### config.mk
export PLATFORM = sky130hd
export DESIGN_NAME = hcg_top
export DESIGN_NICKNAME = d
export VERILOG_FILES = /design/src/rtl/hcg_pkg.sv /design/src/rtl/hcg_sync_edge.sv /design/src/rtl/hcg_pol_detect.sv /design/src/rtl/hcg_width_timer.sv /design/src/rtl/hcg_clamp_timer.sv /design/src/rtl/hcg_top.sv
export SDC_FILE = /design/constraint.sdc
export NUM_CORES = 1
export LEC_CHECK = 0
export BUFFER_PORTS_ARGS = -buffer_cell sky130_fd_sc_hd__buf_4
export CAP_MARGIN = 20
export CORE_MARGIN = 1
export CORE_UTILIZATION = 45
export CTS_BUF_LIST = sky130_fd_sc_hd__clkbuf_16
export CTS_CLUSTER_SIZE = 10
export DETAILED_ROUTE_END_ITERATION = 12
export PLACE_DENSITY = 0.71
export SLEW_MARGIN = 0
export SYNTH_ARGS = -nofsm -noshare
export SYNTH_HDL_FRONTEND = slang
export SYNTH_SLANG_ARGS = --single-unit
### constraint.sdc
create_clock -name clk -period 6 [get_ports clk]
set_input_delay 1.2 -clock clk [delete_from_list [all_inputs] [get_ports clk]]
set_output_delay 1.2 -clock clk [all_outputs]
set_load 0.02 [all_outputs]
### src/rtl/hcg_pkg.sv
// Shared types for the clamp and sync regenerator.
// Assumes: nothing beyond IEEE 1800-2017.
package hcg_pkg;
    typedef enum logic [1:0] {
        CL_IDLE = 2'd0,
        CL_WAIT = 2'd1,
        CL_ON   = 2'd2
    } clamp_st_t;
endpackage

### src/rtl/hcg_sync_edge.sv
// Brings the raw sync into the clock domain through a flop chain and flags
// rising and falling edges of the synchronized level.
// Assumes: SYNC_STAGES >= 2; raw input has no timing relation to clk.
module hcg_sync_edge #(
    parameter int SYNC_STAGES = 2
) (
    input  logic clk,
    input  logic rst_n,
    input  logic raw_i,
    output logic lvl_o,
    output logic rise_o,
    output logic fall_o
);
    localparam int TOP = SYNC_STAGES - 1;

    logic [SYNC_STAGES-1:0] chain;
    logic                   prev;

    // Shift the raw level through the chain and keep the last synchronized sample.
    always_ff @(posedge clk) begin
        if (!rst_n) begin
            chain <= '0;
            prev  <= 1'b0;
        end else begin
            chain <= {chain[TOP-1:0], raw_i};
            prev  <= chain[TOP];
        end
    end

    assign lvl_o  = chain[TOP];
    assign rise_o = chain[TOP] & ~prev;
    assign fall_o = ~chain[TOP] & prev;

    // An edge flag lasts a single cycle.
    assert_edge_single_R1: assert property (@(posedge clk) disable iff (!rst_n)
        (rise_o |=> !rise_o));
    assert_fall_single_R6: assert property (@(posedge clk) disable iff (!rst_n)
        (fall_o |=> !fall_o));
endmodule

### src/rtl/hcg_pol_detect.sv
// Measures high and low time of the synchronized sync per line (line closes
// on each rising edge) and adopts the shorter level as active once two lines agree.
// Assumes: counters saturate on very long lines; tie counts as active low.
module hcg_pol_detect #(
    parameter int CNT_W = 12
) (
    input  logic clk,
    input  logic rst_n,
    input  logic lvl_i,
    input  logic rise_i,
    output logic det_o
);
    localparam logic [CNT_W-1:0] CNT_MAX = {CNT_W{1'b1}};
    localparam logic [CNT_W-1:0] CNT_ONE = CNT_W'(1);

    logic [CNT_W-1:0] hi_cnt, lo_cnt;
    logic             seen, cand_vld, cand_last, det;
    logic             cand_now;

    assign cand_now = (hi_cnt < lo_cnt);

    // Count level time, close the line on a rising edge and vote.
    always_ff @(posedge clk) begin
        if (!rst_n) begin
            hi_cnt    <= '0;
            lo_cnt    <= '0;
            seen      <= 1'b0;
            cand_vld  <= 1'b0;
            cand_last <= 1'b1;
            det       <= 1'b1;
        end else if (rise_i) begin
            if (seen) begin
                if (cand_vld && (cand_now == cand_last)) det <= cand_now;
                cand_last <= cand_now;
                cand_vld  <= 1'b1;
            end
            seen   <= 1'b1;
            hi_cnt <= CNT_ONE;
            lo_cnt <= '0;
        end else if (lvl_i) begin
            if (hi_cnt != CNT_MAX) hi_cnt <= hi_cnt + CNT_ONE;
        end else begin
            if (lo_cnt != CNT_MAX) lo_cnt <= lo_cnt + CNT_ONE;
        end
    end

    assign det_o = det;

    // The decision only moves at a line boundary.
    assert_det_at_line_R8: assert property (@(posedge clk) disable iff (!rst_n)
        (!$stable(det_o) |-> $past(rise_i)));
endmodule

### src/rtl/hcg_width_timer.sv
// Regenerated sync pulse: high for len_i cycles after start_i, restarting
// on every start.
// Assumes: len_i is valid in the start cycle.
module hcg_width_timer #(
    parameter int REG_W = 8
) (
    input  logic             clk,
    input  logic             rst_n,
    input  logic             start_i,
    input  logic [REG_W-1:0] len_i,
    output logic             pulse_o
);
    logic [REG_W-1:0] cnt;

    // Load on start, count down otherwise.
    always_ff @(posedge clk) begin
        if (!rst_n)          cnt <= '0;
        else if (start_i)    cnt <= len_i;
        else if (cnt != '0)  cnt <= cnt - REG_W'(1);
    end

    assign pulse_o = (cnt != '0);

    assert_zero_width_R2: assert property (@(posedge clk) disable iff (!rst_n)
        (start_i && (len_i == '0) |=> !pulse_o));
    assert_pulse_start_R1: assert property (@(posedge clk) disable iff (!rst_n)
        ($rose(pulse_o) |-> $past(start_i)));
endmodule

### src/rtl/hcg_clamp_timer.sv
// Internal clamp window: captures placement and duration at the leading edge,
// waits placement clocks after the trailing edge, then stays high for duration.
// Assumes: leading and trailing flags never coincide.
module hcg_clamp_timer
    import hcg_pkg::*;
#(
    parameter int REG_W = 8
) (
    input  logic             clk,
    input  logic             rst_n,
    input  logic             lead_i,
    input  logic             trail_i,
    input  logic [REG_W-1:0] place_i,
    input  logic [REG_W-1:0] dur_i,
    output logic             clamp_o
);
    localparam logic [REG_W-1:0] ONE = REG_W'(1);

    logic [REG_W-1:0] place_q, dur_q, cnt;
    clamp_st_t        st;

    // Capture settings at the leading edge; run wait/on phases from the trailing edge.
    always_ff @(posedge clk) begin
        if (!rst_n) begin
            place_q <= ONE;
            dur_q   <= '0;
            cnt     <= '0;
            st      <= CL_IDLE;
        end else if (lead_i) begin
            place_q <= (place_i == '0) ? ONE : place_i;
            dur_q   <= dur_i;
            cnt     <= '0;
            st      <= CL_IDLE;
        end else if (trail_i) begin
            if (dur_q == '0) begin
                st  <= CL_IDLE;
                cnt <= '0;
            end else if (place_q == ONE) begin
                st  <= CL_ON;
                cnt <= dur_q;
            end else begin
                st  <= CL_WAIT;
                cnt <= place_q - ONE;
            end
        end else begin
            case (st)
                CL_WAIT: begin
                    if (cnt == ONE) begin
                        st  <= CL_ON;
                        cnt <= dur_q;
                    end else begin
                        cnt <= cnt - ONE;
                    end
                end
                CL_ON: begin
                    if (cnt == ONE) begin
                        st  <= CL_IDLE;
                        cnt <= '0;
                    end else begin
                        cnt <= cnt - ONE;
                    end
                end
                default: cnt <= '0;
            endcase
        end
    end

    assign clamp_o = (st == CL_ON);

    assert_lead_cancel_R9: assert property (@(posedge clk) disable iff (!rst_n)
        (lead_i |=> !clamp_o));
    assert_zero_dur_R4: assert property (@(posedge clk) disable iff (!rst_n)
        (trail_i && (dur_q == '0) |=> !clamp_o));
endmodule

### src/rtl/hcg_top.sv
// Line clamp and sync regenerator top: synchronizer, polarity choice,
// clamp window timer and output width timer.
// Assumes: configuration inputs are quasi-static and single-clock.
module hcg_top #(
    parameter int REG_W       = 8,
    parameter int LINE_CNT_W  = 12,
    parameter int SYNC_STAGES = 2
) (
    input  logic             clk,
    input  logic             rst_n,
    input  logic             sync_raw,
    input  logic             clamp_ext,
    input  logic [REG_W-1:0] cfg_place,
    input  logic [REG_W-1:0] cfg_dur,
    input  logic [REG_W-1:0] cfg_width,
    input  logic             cfg_pol_user,
    input  logic             cfg_pol_force,
    input  logic             cfg_clamp_ext_sel,
    output logic             clamp_out,
    output logic             sync_out,
    output logic             pol_detected
);
    logic lvl, rise, fall;
    logic det, pol_eff, lead, trail, clamp_int;

    hcg_sync_edge #(.SYNC_STAGES(SYNC_STAGES)) u_sync (
        .clk(clk), .rst_n(rst_n), .raw_i(sync_raw),
        .lvl_o(lvl), .rise_o(rise), .fall_o(fall)
    );

    hcg_pol_detect #(.CNT_W(LINE_CNT_W)) u_pol (
        .clk(clk), .rst_n(rst_n), .lvl_i(lvl), .rise_i(rise), .det_o(det)
    );

    // Pick the polarity source and classify edges as leading or trailing.
    always_comb begin
        pol_eff = cfg_pol_force ? cfg_pol_user : det;
        lead    = pol_eff ? rise : fall;
        trail   = pol_eff ? fall : rise;
    end

    hcg_width_timer #(.REG_W(REG_W)) u_width (
        .clk(clk), .rst_n(rst_n), .start_i(lead), .len_i(cfg_width),
        .pulse_o(sync_out)
    );

    hcg_clamp_timer #(.REG_W(REG_W)) u_clamp (
        .clk(clk), .rst_n(rst_n), .lead_i(lead), .trail_i(trail),
        .place_i(cfg_place), .dur_i(cfg_dur), .clamp_o(clamp_int)
    );

    assign clamp_out    = cfg_clamp_ext_sel ? clamp_ext : clamp_int;
    assign pol_detected = det;
endmodule

==> results by group <==
Drt
  – Routed vias/inst: 5.25
  – Vias: just under 3000
  – Total wire length: between 7 and 8 mm
  – # DRC: 0
  – DR pass1 iterations: 4
  – Initial drt markers: about 140
  – Wire length per cell: about 13 um
  – DRT antenna net count: 0

Placement
  – Setup WS pre-CTS: approximately 2800 ps
  – GP Congestion: ~0.83
  – HPWL Detailed: roughly 5.3 mm
  – I/O Buffers: 33

Worst setup path
  – Reg2reg path depth: 5
  – CP Data Required Time: 4800 ps
  – Worst-path maximum fanout: 6
  – Reg-to-reg setup timing slack: around 3600 ps
  – WP data arrival: 1920 ps
  – Crit path capture type: output pin
  – Worst R2R End: u_clamp.cnt[4]
  – Crit path launch: u_width.cnt[0]
  – CP startpoint kind: flop
  – Worst r2r src: u_sync.chain[1]
  – Worst setup path endpoint: sync_out
  – Worst setup path category: reg2out

Logic synthesis
  – Synth Register Bits: 65
  – Cells after Synth: 425
  – Async SR Flop Fraction: 0
  – Yosys cell types: 38
  – Syn Area/Cell: slightly above 8 um2
  – Adder-cell share of the synthesized area: 0.0730
  – Main combinational cell family by area after synthesis: simple AND/OR/NAND/NOR gates
  – Synth top area cells: dfxtp_1, ha_1, xnor2_1, a21oi_1, nand2_1
  – Compound-gate portion of the synthesized area: 0.152
  – Mux contribution to synthesized area: 0.0296
  – Synthesis Warnings: 0
  – Post-synth EDFFs: 0
  – Post-Synth Simple-Gate Area: 0.246
  – Sequential share of the synthesized area: 0.379
  – Ys flop type: dfxtp_1
  – XOR/XNOR Fraction of Synth Area: 0.0766
  – Mapped Nets: between 400 and 500
  – Synth area leader: dfxtp_1
  – Post-Syn Area: 0.00343 mm2
  – Most numerous cell in the Yosys netlist: dfxtp_1
  – Synth top cells by count: dfxtp_1, nand2_1, nor2_1
  – Area fraction of the dominant cell type after synthesis: 0.379

CTS
  – Clock Path Buffers: 2
  – CTS tree: done
  – Worst skew pair latency: approximately 330 ps
  – CTS resizes: 0
  – Root Driver: clkbuf_16
  – H-tree levels: 3
  – Total CTS buffers: 9
  – Reg clk slew, reported paths: roughly 50 ps
  – CTS Sinks: 65
  – Hold bufs inserted after CTS: 0
  – Post-CTS setup buffer count: 0

Job
  – Max Cap Viol: 0

STA
  – Period utilization: 0.520
  – Max Slew Vio Count: 0
  – Worst setup margin: 2880 ps
  – Fin crit period: between 3000 and 4000 ps
  – Worst Max-Slew Pin Slew: roughly 1000 ps
  – RSZ-0062 raised after global routing: no
  – Setup Viol. Count Final: 0
  – Slew HR: 0.339
  – Endpoints failing hold: 0
  – F_max: around 320 MHz
  – Final hold slack: 429 ps
  – Setup_tns: 0 ps
  – Clock Skews: 8.54 ps

Finish
  – Layout Nets: between 500 and 600
  – Share of cells above drive strength 1: 0.123
  – Util after Layout: 0.563
  – Layout area overhead: 19.7%
  – Number of diodes: 0

Power
  – Final Power: 1.30 mW
  – Pwr dens: between 300 and 400 mW/mm2
  – Worst VDD drop: roughly 0.23 mV
  – Leakage Power: around 1.6 nW

Global route
  – First-pass GRT wire length: approximately 12 mm
  – Largest net degree at the start of global routing: 30
  – Grt ovf: 0
  – Initial antenna violation count: 0
  – All-layer global routing usage: 0.203
  – Vias in the first global route: 2702

Die
  – Die area: roughly 0.008 mm2
  – Die Ht: between 80 and 90 um
  – Initial Util: 0.470
  – I/O Pins: 34
  – Die Wd: 89.3 um
  – Row cnt: 31
  – Core area: 0.00729 mm2

Worst hold path
  – Hold crit path type: reg2reg

Status
  – Status: finished clean
where the power goes:
group	switching [mW]	total [mW]	internal, mW
Clock	0.193	0.599	0.406
Combinational	0.111	0.215	0.104
Sequential	0.0277	0.491	0.463
worst min-delay path by stage:
stage | startpoint | endpoint | slack [ps] | cells past startpoint
after detailed placement | u_sync.chain[0] | u_sync.chain[1] | 420 | 1
after CTS | u_sync.chain[0] | u_sync.chain[1] | 430 | 1
final | u_sync.chain[0] | u_sync.chain[1] | 430 | 1
after floorplan | u_sync.chain[0] | u_sync.chain[1] | 410 | 1
after global routing | u_sync.chain[0] | u_sync.chain[1] | 450 | 1
after global placement | u_sync.chain[0] | u_sync.chain[1] | 420 | 1
cell type report:
class,count,area [um2]
Tap cell,99,124
Clock buffer,9,225
Multi-Input combinational cell,321,1980
Fill cell,712,3190
Timing Repair Buffer,35,260
Inverter,25,93.8
Sequential cell,65,1300
Clock inverter,7,119
worst max-delay path, stage by stage (launching register included):
cell	delay, ps
dfxtp_1	300
inv_1	80
ha_1	180
or3b_2	490
nand3b_1	310
buf_4	240
through the flow:
stage | instance area, um2 | instances
after global placement | 3760 | 544
after global routing | 4110 | 561
after CTS | 4100 | 560
after floorplan | 3430 | 425
after detailed placement | 3760 | 544
final | 4110 | 561
state kept, by name, summed over array words and instances, names as in the netlist:
register / flops
u_pol.cand_vld: 1
u_sync.chain: 2
u_pol.cand_last: 1
u_clamp.st: 2
u_pol.det_o: 1
u_pol.lo_cnt: 12
u_pol.seen: 1
u_sync.prev: 1
u_clamp.place_q: 8
u_pol.hi_cnt: 12
u_clamp.dur_q: 8
u_clamp.cnt: 8
u_width.cnt: 8
metal layers:
layer  track usage  up-vias  share of wire
met2         0.321       45           0.47
met3        0.0499        4          0.029
met1         0.268     1351           0.50
li1              -     1543              -
met4        0.0736        0         0.0062
met5             0        -              0
cell usage in the layout, fill, tap and decap left out, types with 3 or more instances in the layout:
cell type / count
dfxtp_1: 65
or4_1: 3
xor2_1: 3
nand4_1: 7
ha_1: 20
nor4_1: 9
nor3_1: 12
a211oi_1: 10
o21ai_0: 19
mux2i_1: 5
nand2_1: 54
nand3_1: 13
bufinv_16: 3
clkbuf_16: 9
and4_1: 3
o211ai_1: 4
nor2_1: 48
nor2b_1: 3
or3_1: 5
a21oi_1: 41
buf_4: 34
inv_1: 26
nand2b_1: 4
and2_1: 5
o22a_1: 8
xnor2_1: 27
cells by family after synthesis:
kind of cell               Yosys count
adders and majority gates           20
DFF                                 65
and+or+nand+nor                    174
muxes                                9
AOI/OAI and AO/OA                   88
xor gates and xnor gates            30
buffers and inverters               39
(Power assumes the default switching activity.)
